[config.mk]
export PLATFORM = sky130hd
export DESIGN_NAME = addr_window_xlate
export DESIGN_NICKNAME = d
export VERILOG_FILES = /design/src/rtl/xlate_pkg.sv /design/src/rtl/win_regs.sv /design/src/rtl/mem_window.sv /design/src/rtl/io_window.sv /design/src/rtl/win_select.sv /design/src/rtl/addr_window_xlate.sv
export SDC_FILE = /design/constraint.sdc
export NUM_CORES = 1
export LEC_CHECK = 0
export BUFFER_PORTS_ARGS = -buffer_cell sky130_fd_sc_hd__buf_2
export CORE_UTILIZATION = 54
export CTS_BUF_LIST = sky130_fd_sc_hd__clkbuf_16
export DETAILED_ROUTE_END_ITERATION = 10
export PLACE_DENSITY = 0.81
export SETUP_SLACK_MARGIN = 0.05
export SYNTH_ARGS = -nofsm -noshare
export SYNTH_HDL_FRONTEND = slang
export SYNTH_SLANG_ARGS = --single-unit
[constraint.sdc]
create_clock -name clk -period 3.84 [get_ports clk]
set_input_delay 0.768 -clock clk [delete_from_list [all_inputs] [get_ports clk]]
set_output_delay 0.768 -clock clk [all_outputs]
set_load 0.1 [all_outputs]
[src/rtl/xlate_pkg.sv]
package xlate_pkg;
   localparam int unsigned ADDR_W   = 32;
   localparam int unsigned MAP_W    = 16;
   localparam int unsigned MIN_SH   = 20;
   localparam int unsigned UPPER_W  = ADDR_W - MIN_SH;

   localparam logic [2:0] CYC_IACK    = 3'd0;
   localparam logic [2:0] CYC_IO      = 3'd1;
   localparam logic [2:0] CYC_MEM     = 3'd3;
   localparam logic [2:0] CYC_CFG     = 3'd5;
   localparam logic [2:0] CYC_MEMMULT = 3'd6;

   typedef struct packed {
      logic              hit;
      logic [ADDR_W-1:0] addr;
      logic [2:0]        cyc;
      logic              pf;
   } xlate_res_t;
endpackage

[src/rtl/win_regs.sv]
module win_regs
   import xlate_pkg::*;
#(
   parameter int unsigned NUM_MEM_WIN = 2,
   localparam int unsigned NUM_WORDS  = 2 * NUM_MEM_WIN + 2,
   localparam int unsigned IDX_W      = $clog2(NUM_WORDS)
) (
   input  logic              clk,
   input  logic              rst_n,
   input  logic              wr_en,
   input  logic [IDX_W-1:0]  wr_idx,
   input  logic [ADDR_W-1:0] wr_data,
   output logic [ADDR_W-1:0] mem_base [NUM_MEM_WIN],
   output logic [MAP_W-1:0]  mem_map  [NUM_MEM_WIN],
   output logic [MAP_W-1:0]  io_base,
   output logic [MAP_W-1:0]  io_map
);
   for (genvar g = 0; g < NUM_MEM_WIN; g++) begin : g_mem
      always_ff @(posedge clk or negedge rst_n) begin
         if (!rst_n) begin
            mem_base[g] <= '0;
            mem_map[g]  <= '0;
         end else if (wr_en) begin
            if (wr_idx == IDX_W'(2 * g))     mem_base[g] <= wr_data;
            if (wr_idx == IDX_W'(2 * g + 1)) mem_map[g]  <= wr_data[MAP_W-1:0];
         end
      end
   end

   always_ff @(posedge clk or negedge rst_n) begin
      if (!rst_n) begin
         io_base <= '0;
         io_map  <= '0;
      end else if (wr_en) begin
         if (wr_idx == IDX_W'(2 * NUM_MEM_WIN))     io_base <= wr_data[MAP_W-1:0];
         if (wr_idx == IDX_W'(2 * NUM_MEM_WIN + 1)) io_map  <= wr_data[MAP_W-1:0];
      end
   end
endmodule

[src/rtl/mem_window.sv]
module mem_window
   import xlate_pkg::*;
#(
   parameter int unsigned MAX_SIZE_CODE = 11
) (
   input  logic [ADDR_W-1:0] base,
   input  logic [MAP_W-1:0]  map,
   input  logic [ADDR_W-1:0] addr,
   output xlate_res_t        res
);
   logic [3:0]         code_raw;
   logic [3:0]         code;
   logic [UPPER_W-1:0] keep_mask;
   logic [UPPER_W-1:0] up_hi;

   assign code_raw  = base[7:4];
   assign code      = (code_raw > 4'(MAX_SIZE_CODE)) ? 4'(MAX_SIZE_CODE) : code_raw;
   assign keep_mask = {UPPER_W{1'b1}} << code;
   assign up_hi     = (map[MAP_W-1:4] & keep_mask) | (addr[ADDR_W-1:MIN_SH] & ~keep_mask);

   always_comb begin
      res.hit  = base[0] &&
                 (((addr[ADDR_W-1:MIN_SH] ^ base[ADDR_W-1:MIN_SH]) & keep_mask) == '0);
      res.addr = {up_hi, addr[MIN_SH-1:2], (map[0] ? addr[1:0] : 2'b00)};
      res.cyc  = map[3:1];
      res.pf   = base[3];
   end
endmodule

[src/rtl/io_window.sv]
module io_window
   import xlate_pkg::*;
(
   input  logic [MAP_W-1:0]  base,
   input  logic [MAP_W-1:0]  map,
   input  logic [ADDR_W-1:0] addr,
   output xlate_res_t        res
);
   always_comb begin
      res.hit  = base[0] && (addr[ADDR_W-1:24] == base[MAP_W-1:8]);
      res.addr = {map[MAP_W-1:8], addr[23:0]};
      res.cyc  = CYC_IO;
      res.pf   = 1'b0;
   end
endmodule

[src/rtl/win_select.sv]
module win_select
   import xlate_pkg::*;
#(
   parameter int unsigned NUM_WIN = 3
) (
   input  xlate_res_t cand [NUM_WIN],
   output xlate_res_t win
);
   always_comb begin
      win = '0;
      for (int i = NUM_WIN - 1; i >= 0; i--) begin
         if (cand[i].hit) win = cand[i];
      end
   end
endmodule

[src/rtl/addr_window_xlate.sv]
module addr_window_xlate
   import xlate_pkg::*;
#(
   parameter int unsigned NUM_MEM_WIN   = 2,
   parameter int unsigned MAX_SIZE_CODE = 11,
   localparam int unsigned NUM_WIN      = NUM_MEM_WIN + 1,
   localparam int unsigned IDX_W        = $clog2(2 * NUM_MEM_WIN + 2)
) (
   input  logic              clk,
   input  logic              rst_n,
   input  logic              wr_en,
   input  logic [IDX_W-1:0]  wr_idx,
   input  logic [ADDR_W-1:0] wr_data,
   input  logic [ADDR_W-1:0] lb_addr,
   output logic              hit,
   output logic [ADDR_W-1:0] pci_addr,
   output logic [2:0]        cyc_type,
   output logic              prefetch
);
   if (NUM_MEM_WIN < 1 || NUM_MEM_WIN > 6) begin : g_bad_num
      $error("NUM_MEM_WIN must lie in 1..6");
   end
   if (MAX_SIZE_CODE > UPPER_W - 1) begin : g_bad_size
      $error("MAX_SIZE_CODE exceeds the address width");
   end

   logic [ADDR_W-1:0] mem_base [NUM_MEM_WIN];
   logic [MAP_W-1:0]  mem_map  [NUM_MEM_WIN];
   logic [MAP_W-1:0]  io_base;
   logic [MAP_W-1:0]  io_map;
   xlate_res_t        cand [NUM_WIN];
   xlate_res_t        win;

   win_regs #(.NUM_MEM_WIN(NUM_MEM_WIN)) u_regs (
      .clk      (clk),
      .rst_n    (rst_n),
      .wr_en    (wr_en),
      .wr_idx   (wr_idx),
      .wr_data  (wr_data),
      .mem_base (mem_base),
      .mem_map  (mem_map),
      .io_base  (io_base),
      .io_map   (io_map)
   );

   for (genvar g = 0; g < NUM_MEM_WIN; g++) begin : g_mwin
      mem_window #(.MAX_SIZE_CODE(MAX_SIZE_CODE)) u_mwin (
         .base (mem_base[g]),
         .map  (mem_map[g]),
         .addr (lb_addr),
         .res  (cand[g])
      );
   end

   io_window u_iowin (
      .base (io_base),
      .map  (io_map),
      .addr (lb_addr),
      .res  (cand[NUM_MEM_WIN])
   );

   win_select #(.NUM_WIN(NUM_WIN)) u_sel (
      .cand (cand),
      .win  (win)
   );

   assign hit      = win.hit;
   assign pci_addr = win.addr;
   assign cyc_type = win.cyc;
   assign prefetch = win.pf;
endmodule

Word-level counts from Yosys, hierarchy flattened
Index checks and enable logic that the tools add are counted.

storage, ports and cells
  bits in registers = 128
  input port bits = 70
  logic and storage cells = 47

operators by class
  equal/unequal tests = 6
  bitwise operators = 12
  reductions and logical operators = 12
  $lt $le $gt $ge = 2
  shift operators = 2
  multiplexer cells = 7

operators by type and width
  kind                   number
  $mux 37                3
  $and 12x12->12         6
  $logic_not 12->1       2
  $not 12->12            2
  $or 12x12->12          2
  $shl 12x4->12 const A  2
  $xor 12x12->12         2
  $reduce_and 2->1       6
  $eq 8x8->1             1
  $gt 4x4->1 const B     2
  $mux 4                 2
  $eq 3x2->1 const B     2
  $eq 3x3->1 const B     2
  $mux 2                 2
  $eq 3x1->1 const B     1
  $logic_and 1x1->1      3
  $logic_not 3->1        1

Depth between registers and ports, before layout
Gate-level depths: netlist (run 1).

  depth after elaboration = 8
  mapped depth = 9
  gate-level depth less buffers = 7

Modules after synthesis
A second synthesis (run 1) with hierarchy kept.

second synthesis, totals
  cell total of the unflattened synthesis = 649
  area total of the unflattened synthesis = 7489.7 um2

modules (own cells, without submodules)
  module      area an instance (um2)  cells each  times used
  win_regs    4873.4                  276         1
  mem_window  613.1                   79          2
  win_select  1017.2                  165         1
  io_window   372.9                   50          1

Least setup slack after synthesis (run 1)
OpenSTA, ideal clock, no wires.

  path type = input -> output
  from = input lb_addr[29]
  to = output prefetch
  data arrival time = 4.444 ns
  required time = 3.072 ns
  stages = 8
  path slack = -1.372 ns
  path through = clkbuf_1 > xnor2_1 > o22ai_1 > or4_4 > or2_1 > buf_6 > buf_2 > o31ai_1

between the ends
  word-level cells in the longest chain between the ends = 6
  elaborated cells on any way between the ends = 10
  those cells by class = 2 x mux; 4 x bitwise; 4 x reduce/logical

RTL lines
  what               line                     text
  from (decl)        addr_window_xlate.sv:14  input logic [ADDR_W-1:0] lb_addr,
  $xor 12x12->12     mem_window.sv:23         (((addr[ADDR_W-1:MIN_SH] ^ base[ADDR_W-1:MIN_SH]) & keep_mask) == '0);
  $and 12x12->12     mem_window.sv:23
  $logic_not 12->1   mem_window.sv:23
  $logic_and 1x1->1  mem_window.sv:22         res.hit = base[0] &&
  $mux 37            win_select.sv:12         if (cand[i].hit) win = cand[i];
  $mux 37 (*)        win_select.sv:12
  to (decl)          addr_window_xlate.sv:18  output logic prefetch

Mark *: on every way between the ends. The rest lies on a longest branch, timed or not.

Worst setup path after layout (run 1)
  from = register u_regs.mem_base[6] (netlist name)
  to = output pci_addr[23]

between the ends
  word-level cells in the longest chain between the ends = 8
  elaborated cells on any way between the ends = 12
  those cells by class = 1 x order compare; 1 x shift; 3 x mux; 5 x bitwise; 2 x reduce/logical

RTL lines
  what                                                line                                text
  from (decl)                                         win_regs.sv:13                      output logic [ADDR_W-1:0] mem_base [NUM_MEM_WIN],
  from (signal, indexed assignment)                   win_regs.sv:24                      if (wr_idx == IDX_W'(2 * g)) mem_base[g] <= wr_data;
  $gt 4x4->1                                          mem_window.sv:17                    assign code = (code_raw > 4'(MAX_SIZE_CODE)) ? 4'(MAX_SIZE_CODE) : code_raw;
  $mux 4 (*)                                          mem_window.sv:17
  $shl 12x4->12 (*)                                   mem_window.sv:18                    assign keep_mask = {UPPER_W{1'b1}} << code;
  $and 12x12->12 or $not 12->12 (tied branches)       mem_window.sv:23, mem_window.sv:19
  $logic_not 12->1 or $and 12x12->12 (tied branches)  mem_window.sv:23, mem_window.sv:19
  $logic_and 1x1->1 or $or 12x12->12 (tied branches)  mem_window.sv:22, mem_window.sv:19
  $mux 37 (*) (2 in series)                           win_select.sv:12
  to (decl)                                           addr_window_xlate.sv:16             output logic [ADDR_W-1:0] pci_addr,

Marks and branches as above.

==> out/qor.txt, run 1 <==
Area Overhead vs Synth -> 38.1%
CP max FO -> 13
Hold Crit Class -> reg -> reg
Yosys cell types -> 49
Syn Area/Cell -> 11.7 µm²
Top cell type's share of synthesized area -> 46.7%
Yosys top cell by area -> dfrtp_1
R2R cell count -> 3
Max Slew Vio Count -> 0
Fraction of synthesis flops using an asynchronous set or reset pin -> 100%
Rows -> 33
Clock Path Buffers -> 2
Gp weighted congestion -> 0.908
Maxcap violations -> 0
Initial DRC Count -> 350
DRC Markers -> 0
Grt ovf -> 0
Hold bufs inserted after CTS -> 0
Vias in the first global route -> 3666
Routed len/inst -> 19.8 µm
GRT Util Overall -> 29.2%
Arrival time of the worst setup path -> 2980 ps
Nets -> 565
Clock latency on the worst-skew pair -> 330 ps
Hold WS -> 499 ps
Leakage -> 0.00274 µW
Startpoint types -> register
CTS clk-pin slew, worst paths -> 60 ps
Worst Hold Path Cells -> 1
# IOs -> 107
Final hold vios -> 0
Rel. slew slack -> 28.8%
RSZ-0062 raised after global routing -> false
Post-synth EDFFs -> 0
Top_reg_cell synth -> dfrtp_1
Worst slew pin tran -> 1070 ps
Initial Util -> 55.7%
Initial antenna violation count -> 0
Dominant cells by area after synthesis -> dfrtp_1, mux2_2, mux2i_1
Post-DP HPWL -> 8730 µm
Outcome -> finished clean
Via Count -> 3630
Crit path capture type -> output pin
H-tree depth -> 3
Root Driver -> clkbuf_16
First-pass DRT Iterations -> 5
Seq/Total Area, Yosys -> 46.7%
Total chip power -> 3120 µW
Antenna Nets Post-Route -> 0
Mapped Area -> 4550 µm²
Max VDD drop -> 0.000385 V
Die ar. -> 8800 µm²
CTS sink cnt -> 85
Yosys warns -> 0
Synth Register Bits -> 85
Final setup fails -> 0
Die height -> 93.8 µm
CTS tree -> yes
Drt total wl -> 12000 µm
CTS buffer count -> 9
Largest net degree at the start of global routing -> 86
First-pass GRT wire length -> 19100 µm
List of most frequent post-synthesis cells -> dfrtp_1, mux2_2, mux2i_1
Core area -> 8180 µm²
Highest Clock Rate -> 267 MHz
Crit path time final -> 3750 ps
Post-Syn Nets -> 458
Cells after Synth -> 388
PD cells -> 496 nW/µm²
Clock Skews -> 0 ps
Share of post-route cells with drive strength above 1 -> 52.6%
Antenna Cells -> 0
Final period util -> 97.6%
CP Data Required Time -> 3070 ps
PortBufs -> 102
Crit Path Category -> reg -> out
Chip width -> 93.8 µm
Count leader, synth -> dfrtp_1
Vias per cell -> 6.00
## metal layers
| layer | GRT usage [%] | vias up | share of wire, % |
|---|---|---|---|
| li1 | - | 1619 | - |
| met1 | 36.3 | 1759 | 39 |
| met2 | 49.3 | 213 | 49 |
| met3 | 5.26 | 39 | 8.6 |
| met4 | 13.7 | 0 | 3.6 |
| met5 | 0 | - | 0 |
## critical path, stage by stage (launching register included)
cell	delay (ps)
dfrtp_2	490
or4_4	580
o22ai_1	210
or4_4	230
or2_1	180
buf_6	210
o21ai_0	130
a221oi_2	390
buf_12	220
## state kept, by name, indices dropped and copies added, names as in the netlist
| signal | cells |
|---|---|
| u_regs.mem_base | 36 |
| u_regs.mem_map | 32 |
| u_regs.io_base | 9 |
| u_regs.io_map | 8 |
## path summary, 6_finish.rpt
| check | start | to | slack, ps |
|---|---|---|---|
| hold / removal | u_regs.mem_map[16] | u_regs.mem_map[16] | 500 |
| hold reg to reg | u_regs.mem_map[16] | u_regs.mem_map[16] | 500 |
| max in group asynchronous | rst_n | u_regs.mem_base[7] | 2450 |
| setup / recovery | u_regs.mem_base[6] | pci_addr[23] | 90 |
| setup reg to reg | u_regs.mem_base[7] | u_regs.mem_base[7] | 2910 |
| min in group asynchronous | rst_n | u_regs.mem_base[22] | 630 |
## per-stage QoR
stage,worst slack (ps),cell area [µm²],TNS [ps],std cells,utilization [%]
2_1_floorplan,-408,4720,-915,388,-
5_1_grt,69.0,6290,0,605,76.9
3_3_place_gp,155,5910,0,587,72.3
4_1_cts,75.4,6230,0,603,76.2
6_report,93.9,6290,0,605,76.9
3_5_place_dp,108,5910,0,587,72.3
## cell usage in the layout, fill, tap and decap left out, types with 2 or more instances in the layout
cell type,instances
mux2_2,82
dfrtp_1,82
buf_2,64
buf_12,36
buf_4,22
xnor2_1,18
nand2_1,18
mux2i_1,18
xor2_1,13
a31oi_1,11
nor3_1,10
and2_1,10
and2_4,9
clkbuf_16,9
o21ai_0,8
mux2i_4,8
inv_1,7
a21oi_1,5
nor2_1,5
o21ai_2,4
a211oi_1,3
nor3_2,3
dfrtp_2,3
a22oi_1,2
or2_2,2
a22o_1,2
o21ai_1,2
o22ai_1,2
o211ai_1,2
or4_4,2
nand3_1,2
nand2b_1,2
o211a_1,2
nand4b_1,2
bufinv_16,2
## cell type report
type	instances	area (µm²)
Clock buffer	9	225
Sequential cell	85	2130
Tap cell	105	131
Inverter	5	18.8
Timing Repair Buffer	123	1220
Multi-Input combinational cell	271	2480
Clock inverter	7	83.8
Fill cell	501	1890
## power breakdown
group          total, µW  switching (µW)  internal, µW  leakage, µW
sequential          1240             149          1090      0.00102
clock                903             342           561     0.000159
combinational        971             519           452      0.00157
## cells by family after synthesis
family | share of synthesized area (%)
flip-flops | 46.7
AND/OR/NAND/NOR | 8.71
AO/OA/AOI/OAI | 8.63
XOR/XNOR | 6.16
multiplexers | 26.3
buffers and inverters | 3.44
## what timing repair did
action                                  in CTS  in global routing
endpoints found under the setup margin      20                 31
buffers inserted                             0                  2
pin swaps                                    1                  2
gates resized for setup                      3                 12
No activity file was read; power rests on OpenSTA's default activity.
==> run 2, diff against run 1 <==
--- a/constraint.sdc
+++ b/constraint.sdc
@@ -3,2 +3,2 @@
 set_output_delay 0.768 -clock clk [all_outputs]
-set_load 0.1 [all_outputs]
+set_load 0.05 [all_outputs]
==> out/qor.txt, run 2 (synthesized netlist as in run 1, its figures left out) <==
Rel. slew slack -> 29.8% (+1.0 points)
Routed len/inst -> 18.9 µm (-4.6%)
CTS buffer count -> 9 (unchanged)
Area occupied by multi-input gates -> 2320 µm² (-6.5%)
CTS sink cnt -> 85 (unchanged)
Worst-path cell chain -> buf_2, xor2_1, a211oi_1, o2111ai_1, nor3_4, buf_4, a31oi_1, a221oi_2, clkbuf_4
DRC Markers -> 0 (unchanged)
First-pass DRT Iterations -> 4 (-1)
Hold WS -> 505 ps (+5.74 ps)
Final hold vios -> 0 (unchanged)
Share of post-route cells with drive strength above 1 -> 46.8% (-5.8 points)
Chip width -> 93.8 µm (unchanged)
Via Count -> 3513 (-3.2%)
Initial Util -> 55.7% (unchanged)
Vias in the first global route -> 3620 (-1.3%)
Vias per cell -> 5.85 (-2.6%)
# IOs -> 107 (unchanged)
Grt ovf -> 0 (unchanged)
Maxcap violations -> 0 (unchanged)
Stages on the worst setup path -> 9 (+1)
First-pass GRT wire length -> 18100 µm (-5.6%)
CP Buf/Inv Count -> 3 (+1)
Worst slew pin tran -> 1050 ps (-15.4 ps)
CP max stage cell -> a211oi_1
Die ar. -> 8800 µm² (unchanged)
Final setup fails -> 0 (unchanged)
Worst Hold Path Cells -> 1 (unchanged)
CP top delay family -> compound AO/OA/AOI/OAI gates
Setup TNS -> 0 ps (unchanged)
Largest net degree at the start of global routing -> 86 (unchanged)
Hold Crit Class -> reg -> reg
Total chip power -> 2830 µW (-9.1%)
Crit path capture type -> output pin
Area Overhead vs Synth -> 21.5%
Rows -> 33 (unchanged)
Crit path time final -> 3700 ps (-45.4 ps)
Max VDD drop -> 0.000293 V (-24%)
Arrival time of the worst setup path -> 2930 ps (-50 ps)
Initial antenna violation count -> 0 (unchanged)
Leakage -> 0.00256 µW (-6.5%)
Outcome -> finished clean
CP Data Required Time -> 3070 ps (about the same)
Crit Path Category -> in -> out
Clock latency on the worst-skew pair -> 330 ps (about the same)
Register area -> 2130 µm² (-0.12%)
Antenna Nets Post-Route -> 0 (unchanged)
Post-DP HPWL -> 8110 µm (-7.2%)
Number of fill cells in the layout -> 634 (+27%)
Largest register FFs -> 36 (unchanged)
Clock Path Buffers -> 2 (unchanged)
PortBufs -> 102 (unchanged)
CP max FO -> 16 (+3)
Max incr delay on CP -> 360 ps (-220 ps)
Largest registers -> u_regs.mem_base: 36 flops, u_regs.mem_map: 32 flops, u_regs.io_base: 9 flops
Startpoint types -> input pin
Final period util -> 96.4% (-1.2 points)
GRT Util Overall -> 28.0% (-1.3 points)
Gp weighted congestion -> 0.873 (-3.8%)
Die height -> 93.8 µm (unchanged)
Initial DRC Count -> 178 (-49%)
Antenna Cells -> 0 (unchanged)
Drt total wl -> 11400 µm (-5.2%)
Max Slew Vio Count -> 0 (unchanged)
Most frequent cells in the layout -> buf_2, dfrtp_1, mux2_2
PD cells -> 512 nW/µm² (+3.3%)
Post-CTS Setup Bufs -> 0 (unchanged)
R2R cell count -> 3 (unchanged)
Core area -> 8180 µm² (unchanged)
CTS clk-pin slew, worst paths -> 60 ps (about the same)
RSZ-0062 raised after global routing -> false
Most flops, register -> u_regs.mem_base
Nets -> 562 (-0.53%)
Highest Clock Rate -> 270 MHz (+1.2%)
Leading cell type in the layout, fill and taps excluded -> buf_2
Clock Skews -> 0 ps (unchanged)
CTS tree -> yes
H-tree depth -> 3 (unchanged)
Root Driver -> clkbuf_16
## run 2: power by group
| part | internal [µW] | switching (µW) | leakage (µW) |
|---|---|---|---|
| combinational | 366 | 393 | 0.00140 |
| clock | 494 | 336 | 0.000144 |
| sequential | 1090 | 150 | 0.00102 |
| total | 1950 | 879 | 0.00256 |
## run 2: routing by layer
metal  up-vias  wire length, µm  global-route usage [%]  part of all wire, %
li1       1601                -                       -                    -
met1      1743             4610                    33.6                   41
met2       139             5680                    48.3                   50
met3        30              728                    3.96                  6.4
met4         0              359                    15.4                  3.2
met5         -                0                       0                    0
## run 2: area by class of cell
cell class / instances / share of cell area, %
clock buffers: 9 / 4.07
clock inverters: 6 / 1.02
inverters: 5 / 0.339
multi-input cells: 271 / 41.9
flip-flops and latches: 85 / 38.5
well taps: 105 / 2.38
repair buffers: 120 / 11.8
## run 2: stage by stage
stage               instances  area [µm²]  utilization, %  setup WS (ps)
finish                    601        5530            67.6            139
global route              601        5530            67.6           58.2
CTS                       601        5520            67.5           87.5
detailed placement        586        5230            64.0           46.5
global placement          586        5230            64.0           86.7
floorplan                 388        4570               -           14.6
## run 2: worst paths after layout
path | from | to | slack (ps)
worst max-delay path | lb_addr[20] | pci_addr[23] | 140
worst min-delay path | u_regs.mem_map[11] | u_regs.mem_map[11] | 510
worst max register to register | u_regs.mem_base[7] | u_regs.mem_base[7] | 2850
worst min register to register | u_regs.mem_map[11] | u_regs.mem_map[11] | 510
max in group asynchronous | rst_n | u_regs.mem_base[6] | 2500
min in group asynchronous | rst_n | u_regs.mem_map[10] | 630
## run 2: repair_timing
item	in CTS	in global routing
endpoints found under the setup margin	19	21
resized for setup	1	4
hold buffers	0	0
